--- config.mk ---
export PLATFORM = sky130hd
export DESIGN_NAME = mbx_irq_mask_ctrl
export DESIGN_NICKNAME = d
export VERILOG_FILES = /design/src/rtl/mbx_irq_pkg.sv /design/src/rtl/mbx_atn_flags.sv /design/src/rtl/mbx_mask_ctrl.sv /design/src/rtl/mbx_irq_line.sv /design/src/rtl/mbx_irq_mask_ctrl.sv
export SDC_FILE = /design/constraint.sdc
export NUM_CORES = 1
export LEC_CHECK = 0
export BUFFER_PORTS_ARGS = -buffer_cell sky130_fd_sc_hd__clkbuf_2
export CAP_MARGIN = 15
export CORE_AREA = 2 2 39 41
export CTS_CLUSTER_DIAMETER = 150
export DETAILED_ROUTE_END_ITERATION = 7
export DIE_AREA = 0 0 41 43
export PLACE_DENSITY = 0.57
export RECOVER_POWER = 100
export REMOVE_ABC_BUFFERS = 1
export SYNTH_ARGS = -nofsm -noshare
export SYNTH_HDL_FRONTEND = slang
export SYNTH_SLANG_ARGS = --single-unit
--- constraint.sdc ---
create_clock -name clk -period 1.71 [get_ports clk]
set_input_delay 0.0855 -clock clk [delete_from_list [all_inputs] [get_ports clk]]
set_output_delay 0.0855 -clock clk [all_outputs]
set_load 0.1 [all_outputs]
--- src/rtl/mbx_irq_pkg.sv ---
package mbx_irq_pkg;
  localparam int unsigned EN_BIT   = 0;
  localparam int unsigned PEND_BIT = 1;

  typedef struct packed {
    logic c2h;
    logic sms;
    logic busy;
  } atn_flags_t;

  typedef struct packed {
    logic en;
    logic pend;
  } mask_state_t;
endpackage

--- src/rtl/mbx_atn_flags.sv ---
module mbx_atn_flags
  import mbx_irq_pkg::*;
(
  input  logic       clk,
  input  logic       rst_n,
  input  logic       host_doorbell,
  input  logic       host_clr_c2h,
  input  logic       host_clr_sms,
  input  logic       rsp_ready,
  input  logic       sms_set_req,
  input  logic       sms_clr_req,
  output atn_flags_t flags_q,
  output logic       c2h_mid,
  output logic       sms_rise,
  output logic       sms_fall
);
  atn_flags_t flags_d;
  logic       c2h_base;
  logic       sms_base;

  // Host clears act first; controller events are applied on top.
  always_comb begin
    c2h_base = flags_q.c2h & ~host_clr_c2h;
    sms_base = flags_q.sms & ~host_clr_sms;
    c2h_mid  = c2h_base | rsp_ready;
    sms_rise = sms_set_req & ~sms_base;
    sms_fall = sms_clr_req & ~sms_set_req & sms_base;

    flags_d.c2h = c2h_mid;
    if (sms_rise) begin
      flags_d.sms = 1'b1;
    end else if (sms_fall) begin
      flags_d.sms = 1'b0;
    end else begin
      flags_d.sms = sms_base;
    end
    if (rsp_ready) begin
      flags_d.busy = 1'b0;
    end else if (host_doorbell) begin
      flags_d.busy = 1'b1;
    end else begin
      flags_d.busy = flags_q.busy;
    end
  end

  always_ff @(posedge clk or negedge rst_n) begin
    if (!rst_n) begin
      flags_q <= '0;
    end else begin
      flags_q <= flags_d;
    end
  end

  // response ready leaves attention set and busy clear
  a_r5_rsp_flags: assert property (@(posedge clk) disable iff (!rst_n)
    rsp_ready |=> (flags_q.c2h && !flags_q.busy));

  // a set request always leaves SMS attention set
  a_r6_sms_set: assert property (@(posedge clk) disable iff (!rst_n)
    sms_set_req |=> flags_q.sms);
endmodule

--- src/rtl/mbx_mask_ctrl.sv ---
module mbx_mask_ctrl
  import mbx_irq_pkg::*;
#(
  parameter bit HAS_IRQ = 1'b1
) (
  input  logic        clk,
  input  logic        rst_n,
  input  logic        mask_wr,
  input  logic [1:0]  mask_wdata,
  input  logic        glob_irq_en,
  input  logic        rsp_ready,
  input  logic        c2h_now,
  input  logic        sms_now,
  input  logic        c2h_mid,
  input  logic        sms_rise,
  input  logic        sms_fall,
  input  logic        sms_irq_req,
  input  logic        ctl_reset,
  input  logic        ctl_reset_cold,
  output mask_state_t mask_q
);
  localparam logic LINE_OK = HAS_IRQ;

  mask_state_t mask_d;
  logic        irq_gate;

  assign irq_gate = LINE_OK & glob_irq_en;

  always_comb begin
    mask_d = mask_q;
    // host write: enable edge handling, then acknowledge
    if (mask_wr) begin
      if (mask_wdata[EN_BIT] != mask_q.en) begin
        if (mask_wdata[EN_BIT]) begin
          if (c2h_now || sms_now) begin
            mask_d.pend = 1'b1;
          end
          mask_d.en = 1'b1;
        end else begin
          mask_d.pend = 1'b0;
          mask_d.en   = 1'b0;
        end
      end
      if (mask_wdata[PEND_BIT] && mask_d.pend) begin
        mask_d.pend = 1'b0;
      end
    end
    // response ready
    if (rsp_ready && irq_gate && mask_d.en && !mask_d.pend) begin
      mask_d.pend = 1'b1;
    end
    // SMS attention edges
    if (sms_rise && sms_irq_req && irq_gate && mask_d.en && !c2h_mid) begin
      mask_d.pend = 1'b1;
    end
    if (sms_fall && !c2h_mid && mask_d.pend) begin
      mask_d.pend = 1'b0;
    end
    // cold reset wins over everything
    if (ctl_reset && ctl_reset_cold) begin
      mask_d.pend = 1'b0;
      mask_d.en   = 1'b0;
    end
  end

  always_ff @(posedge clk or negedge rst_n) begin
    if (!rst_n) begin
      mask_q <= '0;
    end else begin
      mask_q <= mask_d;
    end
  end

  // pending can only be held while enabled
  a_r3_pend_needs_en: assert property (@(posedge clk) disable iff (!rst_n)
    mask_q.pend |-> mask_q.en);

  // writing enable low leaves pending clear
  a_r3_disable_clears: assert property (@(posedge clk) disable iff (!rst_n)
    (mask_wr && !mask_wdata[EN_BIT]) |=> !mask_q.pend);

  // acknowledge without a simultaneous source clears pending
  a_r4_ack_clears: assert property (@(posedge clk) disable iff (!rst_n)
    (mask_wr && mask_wdata[PEND_BIT] && !rsp_ready && !sms_rise) |=> !mask_q.pend);

  // cold reset empties the mask register
  a_r8_cold_clears: assert property (@(posedge clk) disable iff (!rst_n)
    (ctl_reset && ctl_reset_cold) |=> (!mask_q.en && !mask_q.pend));
endmodule

--- src/rtl/mbx_irq_line.sv ---
module mbx_irq_line #(
  parameter bit HAS_IRQ = 1'b1
) (
  input  logic clk,
  input  logic rst_n,
  input  logic pend,
  output logic irq
);
  generate
    if (HAS_IRQ) begin : g_line
      logic irq_q;
      always_ff @(posedge clk or negedge rst_n) begin
        if (!rst_n) begin
          irq_q <= 1'b0;
        end else begin
          irq_q <= pend;
        end
      end
      assign irq = irq_q;

      // line follows pending with one cycle of delay
      a_r9_line_follows: assert property (@(posedge clk) disable iff (!rst_n)
        $rose(pend) |=> irq);
    end else begin : g_noline
      logic unused_pend;
      assign unused_pend = pend;
      assign irq = 1'b0;
    end
  endgenerate
endmodule

--- src/rtl/mbx_irq_mask_ctrl.sv ---
module mbx_irq_mask_ctrl
  import mbx_irq_pkg::*;
#(
  parameter int unsigned REG_W   = 8,
  parameter bit          HAS_IRQ = 1'b1
) (
  input  logic             clk,
  input  logic             rst_n,
  input  logic             mask_wr,
  input  logic [1:0]       mask_wdata,
  input  logic             glob_irq_en,
  input  logic             host_doorbell,
  input  logic             host_clr_c2h,
  input  logic             host_clr_sms,
  input  logic             rsp_ready,
  input  logic             sms_set_req,
  input  logic             sms_clr_req,
  input  logic             sms_irq_req,
  input  logic             ctl_reset,
  input  logic             ctl_reset_cold,
  output logic [REG_W-1:0] mask_rdata,
  output logic             c2h_atn,
  output logic             sms_atn,
  output logic             ctl_busy,
  output logic             host_irq
);
  atn_flags_t  flags_q;
  mask_state_t mask_q;
  logic        c2h_mid;
  logic        sms_rise;
  logic        sms_fall;

  mbx_atn_flags u_flags (
    .clk           (clk),
    .rst_n         (rst_n),
    .host_doorbell (host_doorbell),
    .host_clr_c2h  (host_clr_c2h),
    .host_clr_sms  (host_clr_sms),
    .rsp_ready     (rsp_ready),
    .sms_set_req   (sms_set_req),
    .sms_clr_req   (sms_clr_req),
    .flags_q       (flags_q),
    .c2h_mid       (c2h_mid),
    .sms_rise      (sms_rise),
    .sms_fall      (sms_fall)
  );

  mbx_mask_ctrl #(.HAS_IRQ(HAS_IRQ)) u_mask (
    .clk            (clk),
    .rst_n          (rst_n),
    .mask_wr        (mask_wr),
    .mask_wdata     (mask_wdata),
    .glob_irq_en    (glob_irq_en),
    .rsp_ready      (rsp_ready),
    .c2h_now        (flags_q.c2h),
    .sms_now        (flags_q.sms),
    .c2h_mid        (c2h_mid),
    .sms_rise       (sms_rise),
    .sms_fall       (sms_fall),
    .sms_irq_req    (sms_irq_req),
    .ctl_reset      (ctl_reset),
    .ctl_reset_cold (ctl_reset_cold),
    .mask_q         (mask_q)
  );

  mbx_irq_line #(.HAS_IRQ(HAS_IRQ)) u_line (
    .clk   (clk),
    .rst_n (rst_n),
    .pend  (mask_q.pend),
    .irq   (host_irq)
  );

  always_comb begin
    mask_rdata           = '0;
    mask_rdata[EN_BIT]   = mask_q.en;
    mask_rdata[PEND_BIT] = mask_q.pend;
  end

  assign c2h_atn  = flags_q.c2h;
  assign sms_atn  = flags_q.sms;
  assign ctl_busy = flags_q.busy;

  // host clear alone does not disturb the mask bits
  a_r10_clr_keeps_mask: assert property (@(posedge clk) disable iff (!rst_n)
    ((host_clr_c2h || host_clr_sms) && !mask_wr && !rsp_ready && !sms_set_req
     && !sms_clr_req && !ctl_reset) |=> $stable(mask_q));
endmodule

## After elaboration in Yosys (flattened, before gate mapping)

Cells that the tools add are included.

| word-level totals | value |
|---|---|
| flip-flop bits (word level) | 6 |
| bits of input ports | 15 |
| logic and storage cells | 46 |
| output and inout port bits | 12 |

| cells by class | value |
|---|---|
| equal/unequal tests | 1 |
| mux-type cells | 14 |
| reductions and logical operators | 15 |
| bitwise logic cells | 10 |

Operators with widths:

| operator | count |
|---|---|
| logical AND 1 bit | 11 |
| two-way mux 2 bit | 5 |
| two-way mux 1 bit | 9 |
| bitwise AND 1 bit | 5 |
| NOT 1 bit | 4 |
| zero test 1 bit | 2 |
| nonzero test 2 bit | 1 |
| logical OR 1 bit | 1 |
| inequality test 1 bit | 1 |
| OR 1 bit | 1 |

## Depth between registers and ports, before layout

Gate-level depths: netlist of run 1.

| depth | value |
|---|---|
| depth in word-level cells | 15 |
| mapped depth | 4 |

## Hierarchy

From an unflattened synthesis of run 1, not the netlist that was laid out.

| second synthesis, totals | value |
|---|---|
| cells, all modules | 31 |
| area total of the unflattened synthesis | 342.8 um^2 |

Modules (own cells, without submodules):

| module | seq. area each (um^2) | area each (um^2) | cells an instance | instances |
|---|---|---|---|---|
| mbx_mask_ctrl | 50.0 | 135.1 | 12 | 1 |
| mbx_atn_flags | 75.1 | 133.9 | 11 | 1 |
| mbx_irq_mask_ctrl | 0.0 | 48.8 | 7 | 1 |
| mbx_irq_line | 25.0 | 25.0 | 1 | 1 |

## Worst setup path before layout of run 1

Ideal clock, no wire load.

| timing | value |
|---|---|
| path type | reg-to-reg |
| start point | register u_flags.flags_q[2] (netlist name) |
| end point | register u_mask.mask_q[0] (netlist name) |
| buffers on the path | 0 |
| arrival time | 1.577 ns |
| stages on the path, launching flop included | 5 |
| setup time | 0.124 ns |
| data required time | 1.586 ns |
| period minus slack after synthesis | 1.701 ns |
| slack | 0.009 ns |
| cell sequence | dfrtp_1 -> nand2b_1 -> a41oi_1 -> nor3b_1 -> o31a_1 |

==> results of run 1 <==
## registers in the layout, indices dropped and copies added (netlist names)
register,cells
u_line.irq,1
u_flags.flags_q,3
u_mask.mask_q,2
## worst paths after layout
| path | from | endpoint | cells past startpoint |
|---|---|---|---|
| max reg2reg | u_flags.flags_q[2]$_DFF_PN0_ | u_mask.mask_q[0]$_DFF_PN0_ | 4 |
| min | ctl_reset_cold | u_mask.mask_q[1]$_DFF_PN0_ | 2 |
| max | u_flags.flags_q[2]$_DFF_PN0_ | u_mask.mask_q[0]$_DFF_PN0_ | 4 |
| min reg2reg | u_mask.mask_q[0]$_DFF_PN0_ | u_line.irq$_DFF_PN0_ | 0 |
| max in group asynchronous | rst_n | u_line.irq$_DFF_PN0_ | 2 |
| min in group asynchronous | rst_n | u_flags.flags_q[2]$_DFF_PN0_ | 2 |
## stage by stage
stage               hold slack (ps)  utilization, %  std cells  setup slack [ps]
floorplan                      -210               -         32              8.76
global placement              -79.6            30.7         68               587
detailed placement            -78.8            30.7         68               569
CTS                            28.1            33.0         72               488
global route                   37.5            32.5         72               449
finish                         37.3            32.5         72               532
## layout make-up
| cell class | instances | area [sq um] |
|---|---|---|
| Timing Repair Buffer | 21 | 109 |
| Fill cell | 150 | 933 |
| Multi-Input combinational cell | 23 | 138 |
| Sequential cell | 6 | 150 |
| Tap cell | 16 | 20.0 |
| Inverter | 3 | 11.3 |
| Clock buffer | 3 | 22.5 |
## where the power goes
group	internal (mW)	switching (mW)
combinational	0.0373	0.198
clock	0.0790	0.0459
sequential	0.157	0.00956
## critical path, stage by stage (launching register included)
cell	delay, ps
dfrtp_1	390
nand2b_1	120
nand2b_1	90
o41a_1	360
o31a_1	100
## Yosys cell counts
library cell,number,area share [%]
buf_4,7,16
dfrtp_1,6,44
inv_1,3,3.3
nand2b_1,2,3.7
nor2_1,2,2.2
a21oi_1,1,1.5
a41oi_1,1,2.6
conb_1,1,1.1
mux2i_1,1,3.0
nand2_1,1,1.1
nand2b_4,1,4.1
nor3_1,1,1.5
nor3b_1,1,2.2
o211ai_1,1,2.2
o21ai_0,1,1.5
o21bai_1,1,2.2
o22ai_1,1,1.9
o31a_1,1,2.6
o41a_1,1,3.3
## layer usage
| layer | GRT usage (%) | up-vias | wire [um] |
|---|---|---|---|
| li1 | - | 151 | - |
| met1 | 10.8 | 137 | 284 |
| met2 | 13.4 | 17 | 345 |
| met3 | 3.66 | 2 | 85 |
| met4 | 12.0 | 0 | 21 |
| met5 | 0 | - | 0 |
## repair_timing
action / 4_1_cts / 5_1_grt
hold endpoints to repair: 6 / 0
setup endpoints to repair: 0 / 0
hold buffers: 1 / 0
buffers inserted: 0 / 0
## kinds of logic (layout without fill, tap and decap cells)
logic type,Yosys count,after routing
AOI/OAI and AO/OA,8,8
buffers and inverters,10,27
DFF,6,6
muxes,1,1
other,1,6
and+or+nand+nor,8,8
==> flow_summary.json, run 1 <==
{
  "reg2reg_slack_ps": 530,
  "power.total_mw": 0.527,
  "dr.pass1.iters": 3,
  "setup_viol": 0,
  "max_slew.worst_pin.slew_ps": 542,
  "fmax_mhz": 849,
  "cts_max_level": 1,
  "grt_pass1_wl_um": 1070,
  "cp-end-kind": "register",
  "status": "completed",
  "clk_path_buf_depth": 2,
  "avgSynthCellArea_sq_um": 9.94,
  "place_hpwl_um": 598,
  "wl_per_cell_um": 10.2,
  "clkLatencyLatePin_ps": 240,
  "ys_ff_latch": 6,
  "ys_warn_count": 0,
  "cp.arrival_ps": 1300,
  "grt_use_total_pct": 10.2,
  "cts.sinks": 6,
  "die_x_um": 41,
  "start_util_pct": 24.4,
  "grt-ovfl-total": 0,
  "fin_crit_ps": 1180,
  "synthMuxAreaShare_pct": 2.96,
  "cp-start-kind": "register",
  "antenna_found_initial": 0,
  "synth_seq_area_share_pct": 44.4,
  "slew_headroom_pct": 64.0,
  "fin_nets": 73,
  "fin_area_sq_um": 450,
  "grt_max_degree": 7,
  "dieArea_sq_mm": 0.00176,
  "dieHeight_um": 43,
  "io_pins": 27,
  "clk_pin_slew_ps": 40,
  "finalWirelength_um": 736,
  "synthXorXnorAreaFrac_pct": 0,
  "area_growth_pct": 33.3,
  "synth_adder_area_share_pct": 0,
  "synth_cell_types": 19,
  "vias": 307,
  "rsz0062_at_grt": "no",
  "min_period_over_period_pct": 68.9,
  "fin_skew_ps": 1.71,
  "antenna_cells": 0,
  "core-area_sq_mm": 0.00138,
  "drt_iter0_drc": 4,
  "final_cell_mix": "clkbuf_2 (19), conb_1 (6), dfrtp_1 (6)",
  "cts-root-buf": "clkbuf_4",
  "max-vdd-ir-drop_v": 0.000246,
  "port_buffers": 20,
  "cts_tree": "built",
  "via_per_inst": 4.26,
  "final_common_cell": "clkbuf_2",
  "drv_cap": 0,
  "synth-compound-area-share_pct": 17.8,
  "hold_path.class": "input port to register",
  "numCtsBuffers": 3,
  "postRouteAntennaNets": 0,
  "drc": 0,
  "row_count": 14,
  "syn_inst": 34,
  "worst-setup-path-type": "register to register",
  "crit_fanout": 3,
  "dpl_cell_area_sq_um": 424,
  "hold_viol_final": 0,
  "grt_pass1_vias": 258,
  "fin_setup_tns_ps": 0,
  "power_density_mw_per_mm2": 1170,
  "slew_viol_final": 0,
  "cts_resized": 0,
  "yosys.area_share.simple_pct": 14.8,
  "p_leak_nw": 0.237,
  "gp_congestion": 0.678,
  "cp_data_required_time_ps": 1830,
  "drive_above_1_share_pct": 41.1,
  "netlist_area_sq_um": 338,
  "synth_top_family_by_area": "buffers and inverters"
}
Power figures use the tool's default switching activity.
==> run 2, diff against run 1 <==
PLACE_DENSITY = 0.59   (was 0.57)
clock period = 1 ns   (was 1.71 ns; I/O delays follow)
==> flow_summary.json, run 2 (synthesis gave the netlist of run 1 again) <==
{
  "cp_data_required_time_ps": 1130,
  "setup_viol": 4,
  "postRouteAntennaNets": 0,
  "worst-setup-path-type": "register to register",
  "largest_reg_flops": 3,
  "finalWirelength_um": 788,
  "cp.depth": 3,
  "fmax_mhz": 882,
  "grt_use_total_pct": 10.7,
  "dieHeight_um": 43,
  "io_pins": 27,
  "ff2ff_path_depth": 3,
  "hold_viol_final": 0,
  "cp.buffers_inverters": 0,
  "antenna_found_initial": 0,
  "hold_path.class": "input port to register",
  "numCtsBuffers": 3,
  "dieArea_sq_mm": 0.00176,
  "dpl_cell_area_sq_um": 559,
  "cp-start-kind": "register",
  "min_period_over_period_pct": 113,
  "final_cell_mix": "clkbuf_2 (13), conb_1 (6), buf_4 (6)",
  "cp.arrival_ps": 1260,
  "fin_skew_ps": 1.70,
  "cts-root-buf": "clkbuf_4",
  "vias": 333,
  "place_inst": 74,
  "wl_per_cell_um": 9.61,
  "place_hpwl_um": 613,
  "grt-ovfl-total": 0,
  "rsz0062_at_grt": "yes",
  "violations": "negative setup slack",
  "row_count": 14,
  "slowest_delay_ps": 420,
  "die_x_um": 41,
  "drive_above_1_share_pct": 51.5,
  "hold_ws_ps": 9.29,
  "gp_congestion": 0.735,
  "port_buffers": 20,
  "status": "complete, but fails checks",
  "grt_pass1_vias": 325,
  "p_leak_nw": 0.307,
  "start_util_pct": 24.4,
  "clk_path_buf_depth": 2,
  "drv_cap": 0,
  "fin_crit_ps": 1130,
  "min_from": "rsp_ready",
  "grt_pass1_wl_um": 1240,
  "cp_slowest_cell": "dfrtp_1",
  "via_per_inst": 4.06,
  "drc": 0,
  "final_common_cell": "clkbuf_2",
  "path_delay_family": "flip-flops",
  "r2r_start": "u_mask.mask_q[1]$_DFF_PN0_",
  "area_growth_pct": 85.9,
  "grt_max_degree": 7,
  "cts.sinks": 6,
  "power_density_mw_per_mm2": 1640,
  "cp-end-kind": "register",
  "power.total_mw": 1.03,
  "worst_slack_ps": -134,
  "max-vdd-ir-drop_v": 0.000727,
  "fin_nets": 83,
  "core-area_sq_mm": 0.00138,
  "top_register": "u_flags.flags_q",
  "crit_fanout": 4,
  "min_path_cells": 2,
  "clkLatencyLatePin_ps": 240,
  "slew_viol_final": 0,
  "critPathLaunch": "u_mask.mask_q[1]$_DFF_PN0_",
  "clk_pin_slew_ps": 40,
  "antenna_cells": 0,
  "fin_setup_tns_ps": -219,
  "dr.pass1.iters": 1,
  "cts_tree": "built",
  "fin_cells": 82,
  "cp_cell_sequence": "mux2i_2, nor3b_2, o31a_1",
  "drt_iter0_drc": 0,
  "cts_max_level": 1,
  "fin_area_sq_um": 628
}
run 2: cell types whose count changed in the layout (fill, tap and decap cells not counted), sizes merged:
cell / delta
buf: +12
dlygate4sd3: +3
clkbuf: -5
run 2: metal layers:
layer  global-route usage (%)  up-vias  share of wire (%)
li1                         -      171                  -
met1                     14.4      142                 40
met2                     13.8       18                 47
met3                     1.57        2                 11
met4                     10.0        0                1.8
met5                        0        -                  0
run 2: layout make-up:
type | count | area [sq um]
well taps | 16 | 20.0
repair buffers | 31 | 260
clock buffers | 3 | 22.5
flip-flops and latches | 6 | 151
inverters | 3 | 11.3
fillers | 144 | 756
multi-input cells | 23 | 163
run 2: per-stage QoR:
step / worst slack, ps / utilization (%)
floorplan: -701 / -
finish: -134 / 45.4
global route: -200 / 45.4
CTS: -112 / 47.7
global placement: -112 / 40.4
detailed placement: -159 / 40.4
run 2: path summary, 6_finish.rpt:
path | end | slack [ps]
setup / recovery | u_mask.mask_q[0]$_DFF_PN0_ | -130
hold / removal | u_flags.flags_q[0]$_DFFE_PN0P_ | 9
setup reg to reg | u_mask.mask_q[0]$_DFF_PN0_ | -130
hold reg to reg | u_flags.flags_q[0]$_DFFE_PN0P_ | 480
max in group asynchronous | u_flags.flags_q[1]$_DFF_PN0_ | 520
min in group asynchronous | u_line.irq$_DFF_PN0_ | 220
run 2: worst reg2reg max path, cell delays in order, from the launching register on:
cell	delay, ps
dfrtp_1	420
mux2i_2	240
nor3b_2	70
o31a_1	290
run 2: timing repair:
item | in CTS | in global routing
setup buffers | 2 | 1
endpoints found under the setup margin | 3 | 6
resized for setup | 5 | 4
pin swaps | 5 | 0
hold buffers | 4 | 0
endpoints found under the hold margin | 8 | 0
run 2: power breakdown:
group,total (mW),internal (mW),switching [mW]
clock network,0.218,0.135,0.0822
logic,0.525,0.163,0.362
registers,0.287,0.269,0.0175
